## config.mk

```make
export PLATFORM = sky130hd
export DESIGN_NAME = pm_wake_ctrl
export DESIGN_NICKNAME = d
export VERILOG_FILES = /design/src/rtl/pm_wake_ctrl.sv
export SDC_FILE = /design/constraint.sdc
export NUM_CORES = 1
export LEC_CHECK = 0
export ABC_AREA = 1
export BUFFER_PORTS_ARGS = -buffer_cell sky130_fd_sc_hd__buf_2
export CELL_PAD_IN_SITES_DETAIL_PLACEMENT = 0
export CELL_PAD_IN_SITES_GLOBAL_PLACEMENT = 2
export CORE_ASPECT_RATIO = 1.5
export CORE_MARGIN = 2
export CORE_UTILIZATION = 30
export DETAILED_ROUTE_END_ITERATION = 6
export PLACE_DENSITY_LB_ADDON = 0.1
export SKIP_LAST_GASP = 1
export SLEW_MARGIN = 10
export SYNTH_ARGS = -nofsm -noshare
export SYNTH_HDL_FRONTEND = slang
export SYNTH_SLANG_ARGS = --single-unit
```

## constraint.sdc

```tcl
create_clock -name clk -period 1.35 [get_ports clk]
set_clock_uncertainty 0.2 [all_clocks]
set_input_delay 0.27 -clock clk [delete_from_list [all_inputs] [get_ports clk]]
set_output_delay 0.27 -clock clk [all_outputs]
set_load 0.005 [all_outputs]
```

## src/rtl/pm_wake_ctrl.sv

```systemverilog
module pm_wake_ctrl #(
  parameter int MODEM_W  = 4,
  parameter int RING_IDX = 2,
  parameter int GP_W     = 2,
  localparam int LINE_W  = MODEM_W + 1,
  localparam int SYNC_W  = LINE_W + GP_W
) (
  input  logic               clk,
  input  logic               rst_n,
  input  logic [1:0]         pstate,
  input  logic               pme_en,
  input  logic               ctl_wr,
  input  logic               ctl_wsts,
  input  logic               mask_wr,
  input  logic [LINE_W-1:0]  mask_wdata,
  input  logic [MODEM_W-1:0] modem_in,
  input  logic               sin,
  input  logic [GP_W-1:0]    gp_pin,
  input  logic [GP_W-1:0]    gp_level,
  output logic               pme_sts,
  output logic               pme_n,
  output logic               uart_clk_en,
  output logic               irq_gate,
  output logic               bar_en
);
  logic [SYNC_W-1:0] sy1, sy2, prv;
  logic [LINE_W-1:0] mask_q;
  logic              low_q, clk_hold;

  wire [SYNC_W-1:0] raw = {gp_pin, sin, modem_in};

  always_ff @(posedge clk or negedge rst_n)
    if (!rst_n) begin
      sy1 <= '0;
      sy2 <= '0;
      prv <= '0;
    end else begin
      sy1 <= raw;
      sy2 <= sy1;
      prv <= sy2;
    end

  wire in_d2 = (pstate == 2'b10);
  wire in_d3 = (pstate == 2'b11);
  wire asleep = in_d2 | in_d3;

  wire [LINE_W-1:0] line_chg = (sy2[LINE_W-1:0] ^ prv[LINE_W-1:0]) & ~mask_q;
  wire ring_fall = prv[RING_IDX] & ~sy2[RING_IDX];
  wire gp_hit    = |(~(sy2[SYNC_W-1:LINE_W] ^ gp_level));
  wire uart_wake = (in_d3 & ring_fall) | (in_d2 & (|line_chg));
  wire wake_evt  = pme_en & (uart_wake | gp_hit);
  wire sin_wake  = in_d2 & line_chg[MODEM_W];

  always_ff @(posedge clk or negedge rst_n)
    if (!rst_n) mask_q <= '0;
    else if (mask_wr) mask_q <= mask_wdata;

  always_ff @(posedge clk or negedge rst_n)
    if (!rst_n) pme_sts <= 1'b0;
    else if (wake_evt) pme_sts <= 1'b1;
    else if (ctl_wr && ctl_wsts) pme_sts <= 1'b0;

  always_ff @(posedge clk or negedge rst_n)
    if (!rst_n) begin
      low_q    <= 1'b0;
      clk_hold <= 1'b0;
    end else begin
      low_q    <= asleep;
      clk_hold <= asleep & (clk_hold | sin_wake);
    end

  assign pme_n       = ~(pme_sts & pme_en);
  assign uart_clk_en = ~low_q | clk_hold;
  assign irq_gate    = ~low_q;
  assign bar_en      = ~low_q;
endmodule


```

; Word-level counts from Yosys, hierarchy flattened
; Index checks and enable logic that the tools add are counted.
[word_totals]
wordCells = 35
inputBits = 22
register_bits = 27
output_inout_bits = 5
[classes]
muxes = 2
eq_ne = 2
bitwise_logic = 20
reduce_logical = 4
[ops]
columns = op, count
row1 = 1-bit bitwise AND, 7
row2 = 5-bit bitwise AND, 1
row3 = 5-bit NOT, 1
row4 = 1-bit bitwise OR, 5
row5 = 5-bit OR reduction, 1
row6 = 5-bit XOR, 1
row7 = 2-bit equality test (second input constant), 2
row8 = 1-bit NOT, 3
row9 = 1-bit two-way mux, 2
row10 = 2-bit NOT, 1
row11 = 2-bit nonzero test, 1
row12 = 2-bit OR reduction, 1
row13 = 2-bit XOR, 1
row14 = 1-bit logical AND, 1

; Logic depth before layout (Yosys ltp)
; Gate-level depths: netlist (run 1).
[logic_depth]
word_depth = 8
ltp_mapped = 8
depth_no_buf = 8

; Least setup slack after synthesis (run 1)
; No wires, ideal clock.
[synth_timing]
path_kind = register to register
start = register sy2[2]
end = register pme_sts
required_time_ns = 1.034
setup_slack_ns = 0.100
path_stages_with_launch = 8
setup_time_ns = 0.116
t_arrival_ns = 0.934
period_less_slack_ns = 1.250
n_path_buf = 0
path_cell_list = dfrtp_1 > inv_1 > ha_1 > o21ai_2 > o21bai_2 > nand2_1 > nand2_1 > nand2_1
[synth_via]
elab_chain_cells = 8
word_cells_on_any_way = 12
classes_between = 1 x mux / 9 x bitwise / 2 x reduce/logical
[synth_lines]
columns = item, line_no
row1 = from (decl), 26  ; logic [SYNC_W-1:0] sy1, sy2, prv;
row2 = from (signal assigned), 39  ; sy2 <= sy1;
row3 = 5-bit XOR, 47  ; wire [LINE_W-1:0] line_chg = (sy2[LINE_W-1:0] ^ prv[LINE_W-1:0]) & ~mask_q;
row4 = 5-bit bitwise AND, 47
row5 = 5-bit OR reduction, 50  ; wire uart_wake = (in_d3 & ring_fall) | (in_d2 & (|line_chg));
row6 = 1-bit bitwise AND, 50
row7 = 1-bit bitwise OR *, 50
row8 = 1-bit bitwise OR *, 51  ; wire wake_evt = pme_en & (uart_wake | gp_hit);
row9 = 1-bit bitwise AND *, 51
row10 = 1-bit two-way mux or 2-bit nonzero test (tied branches), n/a
row11 = to (signal assigned), 59  ; if (!rst_n) pme_sts <= 1'b0;
row12 = to (signal assigned), 60  ; else if (wake_evt) pme_sts <= 1'b1;
row13 = to (signal assigned), 61  ; else if (ctl_wr && ctl_wsts) pme_sts <= 1'b0;
row14 = to (decl), 20  ; output logic pme_sts,
; Mark *: on every way between the ends. The rest lies on a longest branch, timed or not.
; A chain may end at the register's enable or synchronous reset.

; Worst setup path in the final report (run 1)
[layout_timing]
start = register low_q
end = output uart_clk_en
[layout_via]
elab_chain_cells = 2
[layout_lines]
columns = item, line_no
row1 = from (decl), 28  ; logic low_q, clk_hold;
row2 = from (signal assigned), 68  ; low_q <= asleep;
row3 = 1-bit NOT, 73  ; assign uart_clk_en = ~low_q | clk_hold;
row4 = 1-bit bitwise OR, 73
row5 = to (decl), 22  ; output logic uart_clk_en,
; No other way between the ends.

==> flow_metrics.env, run 1 <==
export IMPL_worst_endpoint_required_ns=0.88
export IMPL_seq_area_frac_synth_pct=70.1
export IMPL_die_x_um=50.3
export IMPL_swShare_pct=22.0
export IMPL_reg2reg_slack_ns=0.07
export IMPL_status="finished with violations"
export IMPL_hpwlAfterDp_mm=1.11
export IMPL_cts_tree="yes"
export IMPL_antenna_cells=0
export IMPL_synthArstFlopShare_pct=100
export IMPL_dr_first_iter_drc_count=8
export IMPL_port_buffers=26
export IMPL_antenna_found_initial=0
export IMPL_r2r_start="prv[2]"
export IMPL_p_leak_uw=0.000674
export IMPL_power_frac_seq_pct=58.8
export IMPL_start_util_pct=31.1
export IMPL_maxCapViolCount=0
export IMPL_setup_viol=3
export IMPL_violations="setup timing"
export IMPL_vias_per_cell=4.02
export IMPL_grt_max_degree=28
export IMPL_grt_usage_pct=9.74
export IMPL_clock_latency_ns=0.27
export IMPL_slew_viol_final=0
export IMPL_start_kind="register"
export IMPL_ant_nets=0
export IMPL_cp_end_kind="output pin"
export IMPL_synthFlopType="dfrtp_1"
export IMPL_grt_pass1_vias=629
export IMPL_die_y_um=73.4
export IMPL_fin_area_sq_mm=0.00134
export IMPL_period_needed_ns=1.47
export IMPL_yosysTopAreaCellShare_pct=70.1
export IMPL_p_int_uw=1170
export IMPL_crit_path_top_delay_cell="dfrtp_1"
export IMPL_fillers=298
export IMPL_cts_sinks=27
export IMPL_hold_violations=0
export IMPL_core_sq_mm=0.00310
export IMPL_dr_pass1_iters=2
export IMPL_syn_num_nets=108
export IMPL_rows=25
export IMPL_crit_start="low_q"
export IMPL_relSlewSlack_pct=78.2
export IMPL_via_count=660
export IMPL_power_frac_comb_pct=12.0
export IMPL_worst_r2r_cell_count=6
export IMPL_ys_types=20
export IMPL_synth_area_per_cell_sq_um=11.3
export IMPL_drive_gt1_share_pct=34.7
export IMPL_netlist_top_cells_area="dfrtp_1 (70%), nand2_1 (8.2%), inv_1 (5.1%)"
export IMPL_tightest_slew_ns=0.327
export IMPL_clockPowerShare_pct=29.2
export IMPL_fin_nets=148
export IMPL_final_period_utilization_pct=109
export IMPL_crit_fanout=2
export IMPL_power_density_mw_per_mm2=1120
export IMPL_numCtsBuffers=3
export IMPL_worstReg2RegEnd="pme_sts"
export IMPL_cp_slowest_stage_delay_ns=0.35
export IMPL_critPathKind="reg -> out"
export IMPL_holdWs_ns=0.00822
export IMPL_fmax_mhz=679
export IMPL_synth_seq_cells=27
export IMPL_hp_class="in -> reg"
export IMPL_crit_chain="inv_2 -> or2_4 -> buf_6"
export IMPL_irDropWorstVdd_mv=0.638
export IMPL_gp_congestion=0.720
export IMPL_grt_pass1_wl_mm=2.60
export IMPL_cp_arrival_ns=1.00
export IMPL_rsz0062_at_grt="yes"
export IMPL_io_pins=27
export IMPL_path_clk_slew_ns=0.08
export IMPL_cts_root_buf="clkbuf_8"
export IMPL_dieArea_sq_mm=0.00369
export IMPL_syn_inst=85
export IMPL_remaining_drc_errors=0
export IMPL_synthToLayoutAreaGrowth_pct=38.7
export IMPL_setup_slack_ns=-0.122
export IMPL_wl_mm=1.55
export IMPL_crit_end="uart_clk_en"
export IMPL_synth_edf_count=0
export IMPL_ys_warn_count=0
export IMPL_place_ws_ns=0.0298
export IMPL_yosysTopAreaCell="dfrtp_1"
export IMPL_synth_cell_area_sq_um=963
export IMPL_p_total_uw=1500
export IMPL_placed_cell_area_sq_mm=0.00113
export IMPL_htree_levels=1
export IMPL_clock_path_buffers=2
export IMPL_switching_power_uw=329
export IMPL_wire_per_inst_um=9.48
export IMPL_overflow=0
-- worst min-delay path by stage --
stage,startpoint,end,slack (ns),cells after the start
finish,pme_en,pme_sts,0.008,3
global route,pme_en,pme_sts,0.02,3
CTS,mask_wdata[1],mask_q[1],0.002,3
detailed placement,rst_n,prv[4],0.09,2
global placement,rst_n,sy2[4],0.09,2
floorplan,rst_n,clk_hold,-0.23,0
-- final cells by class --
class / count / area, sq um / share of cell area [%]
clock buffers: 4 / 45.0 / 3.37
repair buffers: 38 / 264 / 19.8
multi-input cells: 40 / 245 / 18.4
inverters: 15 / 56.3 / 4.21
well taps: 40 / 50.0 / 3.75
flip-flops and latches: 27 / 676 / 50.6
-- cell usage after synthesis (2+ instances only) --
library cell / n
dfrtp_1: 27
nand2_1: 21
inv_1: 13
nand3_1: 4
o21ai_0: 4
xnor2_1: 2
-- cells by family after synthesis --
group                      Yosys count  synth area share [%]
buffers and inverters               18                  7.53
xor gates and xnor gates             2                  1.82
AOI/OAI and AO/OA                    7                  4.67
DFF                                 27                  70.1
adders and majority gates            1                  1.30
muxes                                1                  1.17
and+or+nand+nor                     29                  13.4
-- metrics by stage --
| step | utilization (%) | TNS [ns] | instances |
|---|---|---|---|
| final | 43.2 | -0.149 | 164 |
| after global routing | 43.2 | -0.332 | 164 |
| after CTS | 41.9 | -0.173 | 164 |
| after detailed placement | 36.6 | 0 | 149 |
| after global placement | 36.6 | 0 | 149 |
| after floorplan | - | 0 | 85 |
-- critical path: cells and delay by family (launching register included) --
kind,cells,cell delay [ns]
buf+inv,2,0.15
flops,1,0.35
simple gates,1,0.24
-- placed cells by master (no fill, tap or decap), drive strengths merged, types with 2 or more instances in the layout --
master,netlist,routed
nand2,21,21
dfrtp,27,27
buf,2,28
o21ai,6,6
xnor2,2,2
nand3,5,5
inv,14,14
clkbuf,1,4
dlygate4sd3,0,10
-- state kept, by name (all words and copies together), names as in the netlist --
name,cells
low_q,1
prv,5
pme_sts,1
clk_hold,1
sy2,7
sy1,7
mask_q,5
-- power by group through the flow --
stage | clock [uW] | sequential (uW) | combinational [uW]
4_1_cts | 463 | 879 | 173
5_1_grt | 488 | 887 | 210
2_1_floorplan | 0 | 891 | 73.0
3_3_place_gp | 0 | 894 | 141
3_5_place_dp | 0 | 895 | 143
6_report | 437 | 879 | 180
-- per-layer routing --
metal,global-route usage (%),wire length (um),vias up
li1,-,-,329
met1,10.5,590,310
met2,15.9,841,16
met3,2.24,68,5
met4,8.33,54,0
met5,0,0,-
-- what timing repair did --
action	CTS	global route
hold buffers	10	0
gates cloned	0	0
buffers inserted	1	0
pin swaps	1	3
gates resized for setup	3	7
setup endpoints to repair	1	4
hold endpoints to repair	36	0
(Power assumes the default switching activity.)
==> inputs of run 2 (changes only) <==
--- a/config.mk
+++ b/config.mk
@@ -7,13 +7,11 @@
 export LEC_CHECK = 0
 export ABC_AREA = 1
 export BUFFER_PORTS_ARGS = -buffer_cell sky130_fd_sc_hd__buf_2
-export CELL_PAD_IN_SITES_DETAIL_PLACEMENT = 0
-export CELL_PAD_IN_SITES_GLOBAL_PLACEMENT = 2
 export CORE_ASPECT_RATIO = 1.5
 export CORE_MARGIN = 2
 export CORE_UTILIZATION = 30
 export DETAILED_ROUTE_END_ITERATION = 6
-export PLACE_DENSITY_LB_ADDON = 0.1
+export SETUP_SLACK_MARGIN = 0.02
 export SKIP_LAST_GASP = 1
 export SLEW_MARGIN = 10
 export SYNTH_ARGS = -nofsm -noshare
==> flow_metrics.env, run 2 (synthesis results as in run 1) <==
export IMPL_top_usage_layer="met2"
export IMPL_reg2reg_slack_ns=0.07
export IMPL_remaining_drc_errors=0
export IMPL_seqCellArea_sq_um=676
export IMPL_gp_congestion=0.709
export IMPL_multi_input_area_sq_um=248
export IMPL_io_pins=27
export IMPL_setup_viol=3
export IMPL_rsz0062_at_grt="yes"
export IMPL_critPathKind="reg -> out"
export IMPL_cp_slowest_stage_delay_ns=0.34
export IMPL_cp_arrival_ns=0.99
export IMPL_ant_nets=0
export IMPL_irDropWorstVdd_mv=0.686
export IMPL_dr_first_iter_drc_count=2
export IMPL_tns_ns=-0.303
export IMPL_cts_root_buf="clkbuf_8"
export IMPL_wl_mm=1.53
export IMPL_fin_nets=148
export IMPL_dieArea_sq_mm=0.00369
export IMPL_overflow=0
export IMPL_fmax_mhz=683
export IMPL_crit_path_top_delay_cell="dfrtp_1"
export IMPL_met1_usage_pct=10.3
export IMPL_start_kind="register"
export IMPL_final_cell_mix="dfrtp_1 (27), buf_2 (23), nand2_1 (21)"
export IMPL_cts_tree="yes"
export IMPL_grt_util_met3_pct=2.03
export IMPL_via_count=662
export IMPL_relSlewSlack_pct=77.9
export IMPL_maxCapViolCount=0
export IMPL_hpwlAfterDp_mm=1.08
export IMPL_final_period_utilization_pct=108
export IMPL_critPathBufInv=2
export IMPL_setup_slack_ns=-0.114
export IMPL_drive_gt1_share_pct=36.3
export IMPL_slew_viol_final=0
export IMPL_grt_pass1_wl_mm=2.55
export IMPL_die_x_um=50.3
export IMPL_tightest_slew_ns=0.332
export IMPL_port_buffers=26
export IMPL_use_met2_pct=15.6
export IMPL_rows=25
export IMPL_antenna_cells=0
export IMPL_p_leak_uw=0.000675
export IMPL_clock_latency_ns=0.27
export IMPL_violations="setup timing"
export IMPL_start_util_pct=31.1
export IMPL_placed_cell_area_sq_mm=0.00113
export IMPL_fin_area_sq_mm=0.00134
export IMPL_worst_endpoint_required_ns=0.88
export IMPL_cp_end_kind="output pin"
export IMPL_dr_pass1_iters=4
export IMPL_vias_per_cell=4.04
export IMPL_crit_family="flip-flops"
export IMPL_hold_violations=0
export IMPL_reg_largest_list="sy1: 7 flops, sy2: 7 flops"
export IMPL_status="finished with violations"
export IMPL_antenna_found_initial=0
export IMPL_clock_path_buffers=2
export IMPL_grt_usage_pct=9.17
export IMPL_die_y_um=73.4
export IMPL_crit_chain="inv_2 -> or2_4 -> buf_6"
export IMPL_crit_fanout=2
export IMPL_final_common_cell="dfrtp_1"
export IMPL_grt_pass1_vias=663
export IMPL_htree_levels=1
export IMPL_hp_class="in -> reg"
export IMPL_grt_max_degree=28
export IMPL_power_density_mw_per_mm2=1120
export IMPL_core_sq_mm=0.00310
export IMPL_wire_per_inst_um=9.30
export IMPL_fillers=314
export IMPL_numCtsBuffers=3
export IMPL_path_clk_slew_ns=0.09
export IMPL_period_needed_ns=1.46
export IMPL_synthToLayoutAreaGrowth_pct=39.1
export IMPL_cts_sinks=27
## run 2: changes by cell type in the layout (fill, tap and decap cells not counted)
cell	before	now
nor2_2	0	1
buf_6	3	4
dlygate4sd3_1	10	9
nor2_1	1	0
## run 2: metrics by stage
step                      power, uW  utilization [%]  hold WS, ns  std cells  setup WS (ns)
after global placement         1030             36.6       0.0747        149         0.0710
after CTS                      1500             41.5      0.00643        163         -0.125
final                          1500             43.3       0.0148        164         -0.114
after floorplan                 964                -       -0.226         85         0.0995
after detailed placement       1040             36.6       0.0780        149         0.0376
after global routing           1580             43.3       0.0242        164         -0.156
## run 2: worst reg2reg max path, cell delays in order (launching register included)
cell and delay [ns]:
dfrtp_1 0.41, ha_4 0.27, o21ai_2 0.05, o21bai_2 0.10, nand2_1 0.06, nand2_1 0.06
nand2_1 0.05
## run 2: routing by layer
layer | vias up | part of all wire [%]
li1 | 333 | -
met1 | 311 | 40
met2 | 14 | 54
met3 | 4 | 4.1
met4 | 0 | 2.0
met5 | - | 0
## run 2: path summary, 6_finish.rpt
| kind | from | to | depth (start not counted) |
|---|---|---|---|
| setup / recovery | low_q | uart_clk_en | 3 |
| setup reg to reg | prv[2] | pme_sts | 6 |
| hold / removal | mask_wdata[4] | mask_q[4] | 3 |
| min in group asynchronous | rst_n | sy1[6] | 3 |
| max in group asynchronous | rst_n | sy2[1] | 3 |
| hold reg to reg | sy1[0] | sy2[0] | 0 |
## run 2: cell type report
type                    instances  share of cell area, %
clock buffers                   4                   3.36
repair buffers                 38                   19.8
flip-flops and latches         27                   50.4
well taps                      40                   3.73
multi-input cells              40                   18.5
inverters                      15                   4.20
## run 2: report_power, final
part | leakage, uW | total [uW] | internal [uW] | switching, uW
Sequential | 0.000317 | 881 | 858 | 22.9
Clock | 0.0000228 | 435 | 211 | 225
Combinational | 0.000335 | 184 | 99.6 | 84.0
## run 2: what timing repair did
action / 4_1_cts / 5_1_grt
hold buffers: 9 / 0
hold endpoints to repair: 35 / 0
buffers inserted: 1 / 1
gates resized for setup: 3 / 9
pin swaps: 1 / 8
endpoints found under the setup margin: 1 / 5
==> inputs of run 3 (changes only) <==
--- a/config.mk
+++ b/config.mk
@@ -5,7 +5,6 @@
 export SDC_FILE = /design/constraint.sdc
 export NUM_CORES = 1
 export LEC_CHECK = 0
-export ABC_AREA = 1
 export BUFFER_PORTS_ARGS = -buffer_cell sky130_fd_sc_hd__buf_2
 export CORE_ASPECT_RATIO = 1.5
 export CORE_MARGIN = 2
==> flow_metrics.env, run 3 <==
export IMPL_cp_arrival_ns=0.90
export IMPL_power_frac_comb_pct=10.8
export IMPL_die_x_um=48.7
export IMPL_hp_class="in -> reg"
export IMPL_yosysTopAreaCell="dfrtp_1"
export IMPL_start_util_pct=31.2
export IMPL_p_int_uw=1170
export IMPL_dieArea_sq_mm=0.00347
export IMPL_worst_endpoint_required_ns=0.88
export IMPL_maxCapViolCount=0
export IMPL_htree_levels=1
export IMPL_numCtsBuffers=3
export IMPL_synthAdderAreaFrac_pct=1.39
export IMPL_antenna_cells=0
export IMPL_place_ws_ns=0.0560
export IMPL_synth_cell_area_sq_um=901
export IMPL_synth_top_family_by_area="XOR/XNOR gates"
export IMPL_synth_seq_cells=27
export IMPL_swShare_pct=22.0
export IMPL_synthToLayoutAreaGrowth_pct=37.8
export IMPL_grt_max_degree=28
export IMPL_irDropWorstVdd_mv=0.609
export IMPL_crit_fanout=2
export IMPL_final_cell_mix="dfrtp_1 (27), buf_2 (25), dlygate4sd3_1 (9)"
export IMPL_die_y_um=71.1
export IMPL_ys_warn_count=0
export IMPL_crit_chain="nand2b_4 -> buf_6"
export IMPL_fin_nets=121
export IMPL_synthArstFlopShare_pct=100
export IMPL_tightest_slew_ns=0.568
export IMPL_critPathKind="reg -> out"
export IMPL_synth_xor_area_share_pct=6.67
export IMPL_grt_usage_pct=9.15
export IMPL_remaining_drc_errors=0
export IMPL_synth_most_common_cell="dfrtp_1"
export IMPL_overflow=0
export IMPL_synth_area_per_cell_sq_um=15.8
export IMPL_clock_path_buffers=2
export IMPL_switching_power_uw=329
export IMPL_crit_path_top_delay_cell="dfrtp_1"
export IMPL_cts_tree="yes"
export IMPL_netlist_top_cells_area="dfrtp_1 (75%), mux2_2 (6.3%), xnor2_1 (2.9%)"
export IMPL_final_common_cell="dfrtp_1"
export IMPL_reg_largest_list="sy1: 7 flops, sy2: 7 flops"
export IMPL_via_count=562
export IMPL_path_clk_slew_ns=0.09
export IMPL_period_needed_ns=1.37
export IMPL_grt_pass1_vias=596
export IMPL_power_frac_seq_pct=59.2
export IMPL_muxShareOfSynthArea_pct=6.25
export IMPL_hold_violations=0
export IMPL_port_buffers=26
export IMPL_violations="setup timing"
export IMPL_synth_edf_count=0
export IMPL_cp_end_kind="output pin"
export IMPL_drive_gt1_share_pct=41.2
export IMPL_seq_area_frac_synth_pct=75.0
export IMPL_core_sq_mm=0.00288
export IMPL_rows=24
export IMPL_cts_sinks=27
export IMPL_synthFlopType="dfrtp_1"
export IMPL_dr_first_iter_drc_count=2
export IMPL_cts_root_buf="clkbuf_8"
export IMPL_wire_per_inst_um=10.3
export IMPL_cp_slowest_stage_delay_ns=0.39
export IMPL_rsz0062_at_grt="yes"
export IMPL_vias_per_cell=4.13
export IMPL_antenna_found_initial=0
export IMPL_fmax_mhz=728
export IMPL_slew_viol_final=0
export IMPL_syn_inst=57
export IMPL_power_density_mw_per_mm2=1210
export IMPL_grt_pass1_wl_mm=2.43
export IMPL_wl_mm=1.40
export IMPL_syn_num_nets=80
export IMPL_synth_compound_area_share_pct=3.61
export IMPL_gp_congestion=0.686
export IMPL_final_period_utilization_pct=102
export IMPL_clock_latency_ns=0.27
export IMPL_synthTopCellsByCount="dfrtp_1 (27), mux2_2 (5), xnor2_1 (3)"
export IMPL_start_kind="register"
export IMPL_ant_nets=0
export IMPL_ys_types=19
export IMPL_hpwlAfterDp_um=971
export IMPL_p_total_uw=1500
export IMPL_yosysTopAreaCellShare_pct=75.0
export IMPL_status="finished with violations"
export IMPL_p_leak_uw=0.000584
export IMPL_relSlewSlack_pct=62.1
export IMPL_dr_pass1_iters=4
export IMPL_yosys_area_share_simple_pct=5.00
export IMPL_io_pins=27
export IMPL_setup_slack_ns=-0.0234
export IMPL_clockPowerShare_pct=30.0
export IMPL_setup_viol=1
## run 3: worst max-delay path: cells and delay by family, from the launching register on
kind	cells	cell delay [ns]
flip-flops	1	0.39
buffers and inverters	1	0.11
AND/OR/NAND/NOR	1	0.14
## run 3: path summary, 6_finish.rpt
check | startpoint | to | slack (ns) | cells past startpoint
worst max-delay path | clk_hold | uart_clk_en | -0.02 | 2
worst min-delay path | mask_wdata[3] | mask_q[3] | 0.02 | 2
worst max register to register | sy2[2] | pme_sts | 0.06 | 5
worst min register to register | sy1[0] | sy2[0] | 0.15 | 0
max in group asynchronous | rst_n | mask_q[4] | 0.26 | 2
min in group asynchronous | rst_n | sy1[1] | 0.31 | 2
## run 3: logic make-up (layout without fill, tap and decap cells)
kind of cell,Yosys count,count (layout)
compound gates,5,5
xor+xnor,6,6
fa+ha+maj,1,1
buf+inv,4,44
flops,27,27
mux,5,5
simple gates,9,9
## run 3: cell type report
type / instances / area (sq um)
fill: 285 / 1640
sequential: 27 / 676
timing repair buffer: 38 / 249
multi-input combinational: 26 / 214
tap: 39 / 48.8
clock buffer: 3 / 41.3
inverter: 2 / 7.51
clock inverter: 1 / 5.00
## run 3: power by group through the flow
stage / combinational [uW] / clock (uW) / sequential [uW]
detailed placement: 129 / 0 / 902
global placement: 125 / 0 / 899
finish: 161 / 449 / 885
floorplan: 62.1 / 0 / 896
CTS: 151 / 470 / 885
global route: 181 / 497 / 893
## run 3: repair_timing
action / in CTS / in global routing
pin swaps: 0 / 1
endpoints found under the setup margin: 1 / 5
endpoints found under the hold margin: 35 / 0
hold buffers: 9 / 0
buffers inserted: 1 / 2
resized for setup: 0 / 2
## run 3: stage by stage
stage	hold WS (ns)	instance area, sq um	instances	util (%)	setup TNS [ns]
global route	0.0172	1240	136	43.1	-0.206
detailed placement	0.101	1070	120	37.1	0
global placement	0.0933	1070	120	37.1	0
CTS	0.0157	1210	134	42.1	-0.0241
finish	0.0239	1240	136	43.1	-0.0234
floorplan	-0.226	901	57	-	0
## run 3: layer usage
layer | share of wire, % | vias up | track usage, %
met5 | 0 | - | 0
met4 | 4.2 | 0 | 6.98
met3 | 5.8 | 4 | 2.32
met2 | 51 | 25 | 15.4
met1 | 39 | 265 | 9.75
li1 | - | 268 | -
